$ cat src/rtl/misc_csr_pkg.sv
package misc_csr_pkg;
  localparam int unsigned NCPU     = 4;
  localparam int unsigned HALF_W   = 32;
  localparam int unsigned FULL_W   = 2 * HALF_W;
  localparam int unsigned CPU_W    = 2;
  localparam int unsigned TMR_LSB  = 4;
  localparam int unsigned IPI_LSB  = 8;
  localparam int unsigned IREQ_LSB = 12;
  localparam int unsigned ABW_LSB  = 16;
  localparam int unsigned ABT_LSB  = 20;
  localparam int unsigned ACL_BIT  = 20;
  localparam int unsigned RW_LSB   = 40;
  localparam int unsigned RW_W     = 4;
endpackage

$ cat src/rtl/misc_csr_bridge.sv
module misc_csr_bridge
  import misc_csr_pkg::*;
(
  input  logic              clk_i,
  input  logic              rst_ni,
  input  logic              wr_i,
  input  logic              rd_i,
  input  logic              hi_i,
  input  logic [HALF_W-1:0] wdata_i,
  input  logic [FULL_W-1:0] rd_full_i,
  output logic              commit_o,
  output logic [FULL_W-1:0] cval_o,
  output logic [HALF_W-1:0] rdata_o
);
  logic [HALF_W-1:0] stage_q, hold_q;

  always_ff @(posedge clk_i or negedge rst_ni) begin
    if (!rst_ni) begin
      stage_q <= '0;
      hold_q  <= '0;
    end else begin
      if (wr_i && !hi_i) stage_q <= wdata_i;
      if (rd_i && !hi_i) hold_q  <= rd_full_i[FULL_W-1:HALF_W];
    end
  end

  assign commit_o = wr_i & hi_i;
  assign cval_o   = {wdata_i, stage_q};
  assign rdata_o  = hi_i ? hold_q : rd_full_i[HALF_W-1:0];

  AST_STAGE_HELD: assert property (@(posedge clk_i) disable iff (!rst_ni)
    (wr_i && hi_i) |=> $stable(stage_q));
  AST_HOLD_HELD: assert property (@(posedge clk_i) disable iff (!rst_ni)
    !(rd_i && !hi_i) |=> $stable(hold_q));
endmodule

$ cat src/rtl/misc_csr_fields.sv
module misc_csr_fields
  import misc_csr_pkg::*;
(
  input  logic              clk_i,
  input  logic              rst_ni,
  input  logic              commit_i,
  input  logic [FULL_W-1:0] val_i,
  input  logic [NCPU-1:0]   tset_i,
  output logic [FULL_W-1:0] reg_o
);
  logic [NCPU-1:0] tmr_q, ipi_q, abw_q, abt_q;
  logic [RW_W-1:0] rw_q;
  logic [NCPU-1:0] tmr_d, ipi_d, abw_d, abt_d;
  logic [RW_W-1:0] rw_d;
  logic            acl;

  assign acl = val_i[ACL_BIT];

  always_comb begin
    tmr_d = tmr_q | tset_i;
    ipi_d = ipi_q;
    abw_d = abw_q;
    abt_d = abt_q;
    rw_d  = rw_q;
    if (commit_i) begin
      // set pulse wins over clear on the same bit
      tmr_d = (tmr_q & ~val_i[TMR_LSB +: NCPU]) | tset_i;
      ipi_d = (ipi_q & ~val_i[IPI_LSB +: NCPU]) | val_i[IREQ_LSB +: NCPU];
      rw_d  = val_i[RW_LSB +: RW_W];
      if (acl) begin
        abw_d = '0;
        abt_d = '0;
      end else begin
        abt_d = abt_q | val_i[ABT_LSB +: NCPU];
        if (abw_q == '0) abw_d = val_i[ABW_LSB +: NCPU];
      end
    end
  end

  always_ff @(posedge clk_i or negedge rst_ni) begin
    if (!rst_ni) begin
      tmr_q <= '0;
      ipi_q <= '0;
      abw_q <= '0;
      abt_q <= '0;
      rw_q  <= '0;
    end else begin
      tmr_q <= tmr_d;
      ipi_q <= ipi_d;
      abw_q <= abw_d;
      abt_q <= abt_d;
      rw_q  <= rw_d;
    end
  end

  always_comb begin
    reg_o = '0;
    reg_o[TMR_LSB +: NCPU] = tmr_q;
    reg_o[IPI_LSB +: NCPU] = ipi_q;
    reg_o[ABW_LSB +: NCPU] = abw_q;
    reg_o[ABT_LSB +: NCPU] = abt_q;
    reg_o[RW_LSB +: RW_W]  = rw_q;
  end

  AST_TSET_WINS: assert property (@(posedge clk_i) disable iff (!rst_ni)
    (tset_i != '0) |=> ((tmr_q & $past(tset_i)) == $past(tset_i)));
  AST_NO_WRITE_TSET: assert property (@(posedge clk_i) disable iff (!rst_ni)
    (tset_i == '0) |=> ((tmr_q & ~$past(tmr_q)) == '0));
  AST_IPI_REQ: assert property (@(posedge clk_i) disable iff (!rst_ni)
    commit_i |=> ((ipi_q & $past(val_i[IREQ_LSB +: NCPU])) == $past(val_i[IREQ_LSB +: NCPU])));
  AST_ACL_WIPE: assert property (@(posedge clk_i) disable iff (!rst_ni)
    (commit_i && acl) |=> (abw_q == '0 && abt_q == '0));
  AST_ABW_LOCKED: assert property (@(posedge clk_i) disable iff (!rst_ni)
    (commit_i && !acl && abw_q != '0) |=> $stable(abw_q));
  AST_ABT_STICKY: assert property (@(posedge clk_i) disable iff (!rst_ni)
    !(commit_i && acl) |=> ((abt_q & $past(abt_q)) == $past(abt_q)));
endmodule

$ cat src/rtl/misc_ctrl_csr.sv
module misc_ctrl_csr
  import misc_csr_pkg::*;
(
  input  logic              clk_i,
  input  logic              rst_ni,
  input  logic              csr_wr_i,
  input  logic              csr_rd_i,
  input  logic              csr_hi_i,
  input  logic [HALF_W-1:0] csr_wdata_i,
  input  logic [CPU_W-1:0]  csr_cpu_i,
  input  logic [NCPU-1:0]   timer_set_i,
  output logic [HALF_W-1:0] csr_rdata_o,
  output logic [NCPU-1:0]   ipi_o,
  output logic [NCPU-1:0]   timer_irq_o
);
  logic              commit;
  logic [FULL_W-1:0] cval, reg_q, rd_full;

  assign rd_full = reg_q | FULL_W'(csr_cpu_i);

  misc_csr_bridge u_bridge (
    .clk_i     (clk_i),
    .rst_ni    (rst_ni),
    .wr_i      (csr_wr_i),
    .rd_i      (csr_rd_i),
    .hi_i      (csr_hi_i),
    .wdata_i   (csr_wdata_i),
    .rd_full_i (rd_full),
    .commit_o  (commit),
    .cval_o    (cval),
    .rdata_o   (csr_rdata_o)
  );

  misc_csr_fields u_fields (
    .clk_i    (clk_i),
    .rst_ni   (rst_ni),
    .commit_i (commit),
    .val_i    (cval),
    .tset_i   (timer_set_i),
    .reg_o    (reg_q)
  );

  assign ipi_o       = reg_q[IPI_LSB +: NCPU];
  assign timer_irq_o = reg_q[TMR_LSB +: NCPU];

  AST_TIMER_ONLY_CLEARED: assert property (@(posedge clk_i) disable iff (!rst_ni)
    (timer_set_i == '0) |=> ((timer_irq_o & ~$past(timer_irq_o)) == '0));
  AST_IPI_QUIET: assert property (@(posedge clk_i) disable iff (!rst_ni)
    !commit |=> $stable(ipi_o));
endmodule

$ cat config.mk
export PLATFORM = sky130hd
export DESIGN_NAME = misc_ctrl_csr
export DESIGN_NICKNAME = d
export VERILOG_FILES = /design/src/rtl/misc_csr_pkg.sv /design/src/rtl/misc_csr_bridge.sv /design/src/rtl/misc_csr_fields.sv /design/src/rtl/misc_ctrl_csr.sv
export SDC_FILE = /design/constraint.sdc
export NUM_CORES = 1
export LEC_CHECK = 0
export CELL_PAD_IN_SITES_DETAIL_PLACEMENT = 1
export CELL_PAD_IN_SITES_GLOBAL_PLACEMENT = 1
export CORE_MARGIN = 1.5
export CORE_UTILIZATION = 32
export DETAILED_ROUTE_END_ITERATION = 12
export GPL_TIMING_DRIVEN = 1
export PLACE_DENSITY = 0.8
export SETUP_SLACK_MARGIN = 0.3
export SLEW_MARGIN = 30
export SYNTH_ARGS = -nofsm -noshare
export SYNTH_HDL_FRONTEND = slang
export SYNTH_SLANG_ARGS = --single-unit
export TNS_END_PERCENT = 100
$ cat constraint.sdc
create_clock -name clk_i -period 1.1 [get_ports clk_i]
set_clock_uncertainty 0.05 [all_clocks]
set_input_delay 0.11 -clock clk_i [delete_from_list [all_inputs] [get_ports clk_i]]
set_output_delay 0.11 -clock clk_i [all_outputs]
set_load 0.1 [all_outputs]
==> summary.md <==
| Metric | Value |
|---|---|
| Result of the run | finished, violations left |
| Violations in the final reports | negative setup slack |
| Highest clock rate | 767 MHz |
| Final net count | 292 |
| Count of input and output buffers | 56 |
| Minimum clock period after layout | 1300 ps |
| Critical path data arrival time | 1140 ps |
| Mean number of vias per cell | 4.46 |
| Initial cell density of the core | 33.3% |
| Crit. End Element | output pin |
| Number of warnings reported in the yosys synthesis log | 0 |
| First-pass GRT wire length | 8160 µm |
| Class of the tightest hold or removal check | input port to asynchronous set/reset pin |
| Maximum number of buffers from clock root to sink | 2 |
| Iteration count of the initial detailed-routing pass | 4 |
| Violation count after the first detailed-route iteration | 42 |
| Reported net switching power | 2830 µW |
| Average instance area after synthesis | 12.3 µm² |
| HPWL after detailed placement | 3470 µm |
| Final critical-path share of the clock period | 119% |
| Die boundary height | 81.7 µm |
| Final Hold Fails | 0 |
| Area Growth Syn to Fin | 81.6% |
| Biggest fanout along the worst timing path | 2 |
| Core area | 0.00596 mm² |
| DRC errors left | 0 |
| Number of diodes | 0 |
| Count of antenna-violating nets left after detailed routing | 0 |
| LEAKAGE | 0.00168 µW |
| Fraction of layout instances using a drive strength above 1 | 56.4% |
| Count of clock tree sinks | 44 |
| Combined area of all synthesized cells | 0.00198 mm² |
| Adder-cell area share of the yosys netlist | 0% |
| Internal power component | 4040 µW |
| Ports | 83 |
| Unrepaired setup endpoints after global routing | yes |
| Count of distinct cell types in the synthesized netlist | 19 |
| Multi-input gate area | 0.00100 mm² |
| Capturing instance or port of the critical path | csr_rdata_o[10] |
| Origin of the critical flop-to-flop path | u_fields.abw_q[3] |
| Synth Register Bits | 44 |
| Fraction of power consumed by combinational cells | 53.9% |
| Number of vias in the routed layout | 1451 |
| Synth Area in Simple Gates | 9.15% |
| Startpoint type of the worst setup path | flop |
| Post-Syn Instances | 161 |
| Crit path launch | u_bridge.hold_q[10] |
| Post-synthesis share of cell area spent on xor and xnor gates | 0% |
| Final count of pins violating max slew | 0 |
| Crit path kind | flop to output pin |
| Main combinational cell family by area after synthesis | multiplexers |
| Clk slew on worst S/H paths | 80 ps |
| Clock group share of total power | 15.0% |
| All-layer global routing usage | 17.1% |
| Die span in x | 81.7 µm |
| Maximum resistive drop on vdd | 0.00125 V |
| GR Overflow Total | 0 |
| Final total power | 6870 µW |
| Number of global-route vias before repair | 1598 |
| Number of fill cells | 573 |
| Clock tree root buffer cell | sky130_fd_sc_hd__clkbuf_8 |
| Wire per inst | 16.5 µm |
| Crit Reg-Reg Endpoint | u_fields.abw_q[1] |
| Worst path required time | 940 ps |
| Final Instance Area | 0.00360 mm² |
| Placement-stage worst setup slack | -444 ps |
| Final setup fails | 26 |
| Maximum level of the CTS H-tree | 2 |
| Number of antenna violations at the first check in global routing | 0 |
| Max stage delay cell, worst path | sky130_fd_sc_hd__dfrtp_1 |
| PnR worst setup slack | -204 ps |
| CTS tree | built |
| Total wire length after detailed routing | 5360 µm |
| Instance area at placement | 0.00310 mm² |
| Multiplexer area fraction after synthesis | 18.2% |
| RePlAce Congestion | 0.684 |
| Maxcap violations | 0 |
| Crit-path cells | mux2_2 > buf_12 |
| Cts bufs inserted | 5 |
| Final sum of negative setup slack | -2540 ps |
| Setup slack of the worst register-to-register path | -90 ps |
| Count of standard-cell rows | 28 |
| Area taken by flip-flops and latches | 0.00110 mm² |
| Pin count of the biggest net entering global routing | 33 |
| Number of cells on the worst reg-to-reg path | 4 |
| Power Dens Cells | 1910 mW/mm² |
| Fraction of the yosys area taken by sequential cells | 55.5% |
| Proportion of power drawn by flip-flops and latches | 31.1% |
| Area of the die | 0.00668 mm² |
| Clock latency on the worst-skew pair | 290 ps |
| Share of the synthesized area in compound gates (AO/OA/AOI/OAI) | 5.55% |
| Sw frac | 41.2% |
| Max stage delay on crit path | 380 ps |
[placed cells by master, fill, tap and decap left out, types with 3 or more instances in the layout]
cell                              instances
sky130_fd_sc_hd__dfrtp_1                 44
sky130_fd_sc_hd__buf_12                  32
sky130_fd_sc_hd__mux2_4                  31
sky130_fd_sc_hd__clkdlybuf4s50_1         24
sky130_fd_sc_hd__buf_6                   18
sky130_fd_sc_hd__conb_1                  14
sky130_fd_sc_hd__buf_4                   14
sky130_fd_sc_hd__nor2b_4                 12
sky130_fd_sc_hd__nand2_1                  8
sky130_fd_sc_hd__clkbuf_8                 6
sky130_fd_sc_hd__nor2_4                   5
sky130_fd_sc_hd__a21o_1                   4
sky130_fd_sc_hd__inv_2                    4
sky130_fd_sc_hd__nor2_1                   4
sky130_fd_sc_hd__a22o_1                   4
sky130_fd_sc_hd__nor2_2                   3
sky130_fd_sc_hd__dlygate4sd2_1            3
[kinds of logic (layout without fill, tap and decap cells)]
group / Yosys count / after routing
other: 1 / 14
buffers and inverters: 33 / 109
AO/OA/AOI/OAI: 15 / 15
multiplexers: 32 / 32
flip-flops: 44 / 44
AND/OR/NAND/NOR: 36 / 36
[Yosys cell counts, drive strengths merged]
cell / instances / share of area [%]
a31oi: 2 / 0.63
conb: 1 / 0.19
nand2: 8 / 1.5
and3: 1 / 0.32
a22o: 4 / 1.8
clkbuf: 1 / 0.19
nor2: 12 / 2.3
a21o: 4 / 1.5
nor2b: 13 / 4.1
buf: 28 / 10
and4bb: 1 / 0.63
mux2: 32 / 18
a21oi: 3 / 0.76
dfrtp: 44 / 56
inv: 4 / 0.76
and2: 1 / 0.32
a41oi: 2 / 0.88
[power by group through the flow]
stage	registers (µW)	logic, µW	clock network (µW)
after global placement	2130	3070	0
after detailed placement	2150	3120	0
final	2140	3700	1030
after global routing	2180	3840	1130
after floorplan	2080	2190	0
after CTS	2130	3470	1070
[routing by layer]
layer / track usage, % / up-vias / share of wire, %
li1: - / 674 / -
met1: 19.2 / 723 / 38
met2: 31.0 / 46 / 56
met3: 3.89 / 8 / 4.4
met4: 7.12 / 0 / 1.6
met5: 0 / - / 0
[per-stage QoR]
stage | hold WS [ps] | cells | utilization [%]
final | 174 | 325 | 60.5
after detailed placement | -28.8 | 291 | 52.0
after CTS | 186 | 317 | 58.0
after global routing | 182 | 325 | 60.5
after floorplan | -236 | 174 | -
after global placement | -30.8 | 291 | 52.0
[sequential cells by signal (all words and copies together) (netlist names)]
signal / flops
u_bridge.stage_q: 20
u_fields.abw_q: 4
u_bridge.hold_q: 4
u_fields.rw_q: 4
u_fields.tmr_q: 4
u_fields.ipi_q: 4
u_fields.abt_q: 4
[worst max-delay path, delay by kind of cell (launching register included)]
| family | cells | cell delay (ps) |
|---|---|---|
| flops | 1 | 380 |
| mux | 1 | 290 |
| buf+inv | 1 | 170 |
[what timing repair did]
item                                    in CTS  in global routing
pin swaps                                    8                  4
gates resized for setup                     37                 22
endpoints found under the setup margin      70                102
hold endpoints to repair                    44                  0
buffers inserted                            16                  8
hold buffers                                 1                  0
gates cloned                                 1                  0
[layout make-up]
cell class	instances	area share, %
timing repair buffer	97	35.9
sequential	44	30.6
multi-input combinational	97	27.9
tap	75	2.61
clock buffer	6	2.29
inverter	4	0.417
clock inverter	2	0.278
[worst min path at each step]
stage | start | endpoint | cells past startpoint
after floorplan | rst_ni | u_bridge.hold_q[10] | 0
after global placement | rst_ni | u_bridge.hold_q[8] | 1
after detailed placement | rst_ni | u_bridge.stage_q[8] | 1
after CTS | rst_ni | u_fields.tmr_q[0] | 2
after global routing | rst_ni | u_fields.tmr_q[0] | 2
final | rst_ni | u_bridge.stage_q[7] | 2
Note: power is estimated with default switching activity, not from simulation.
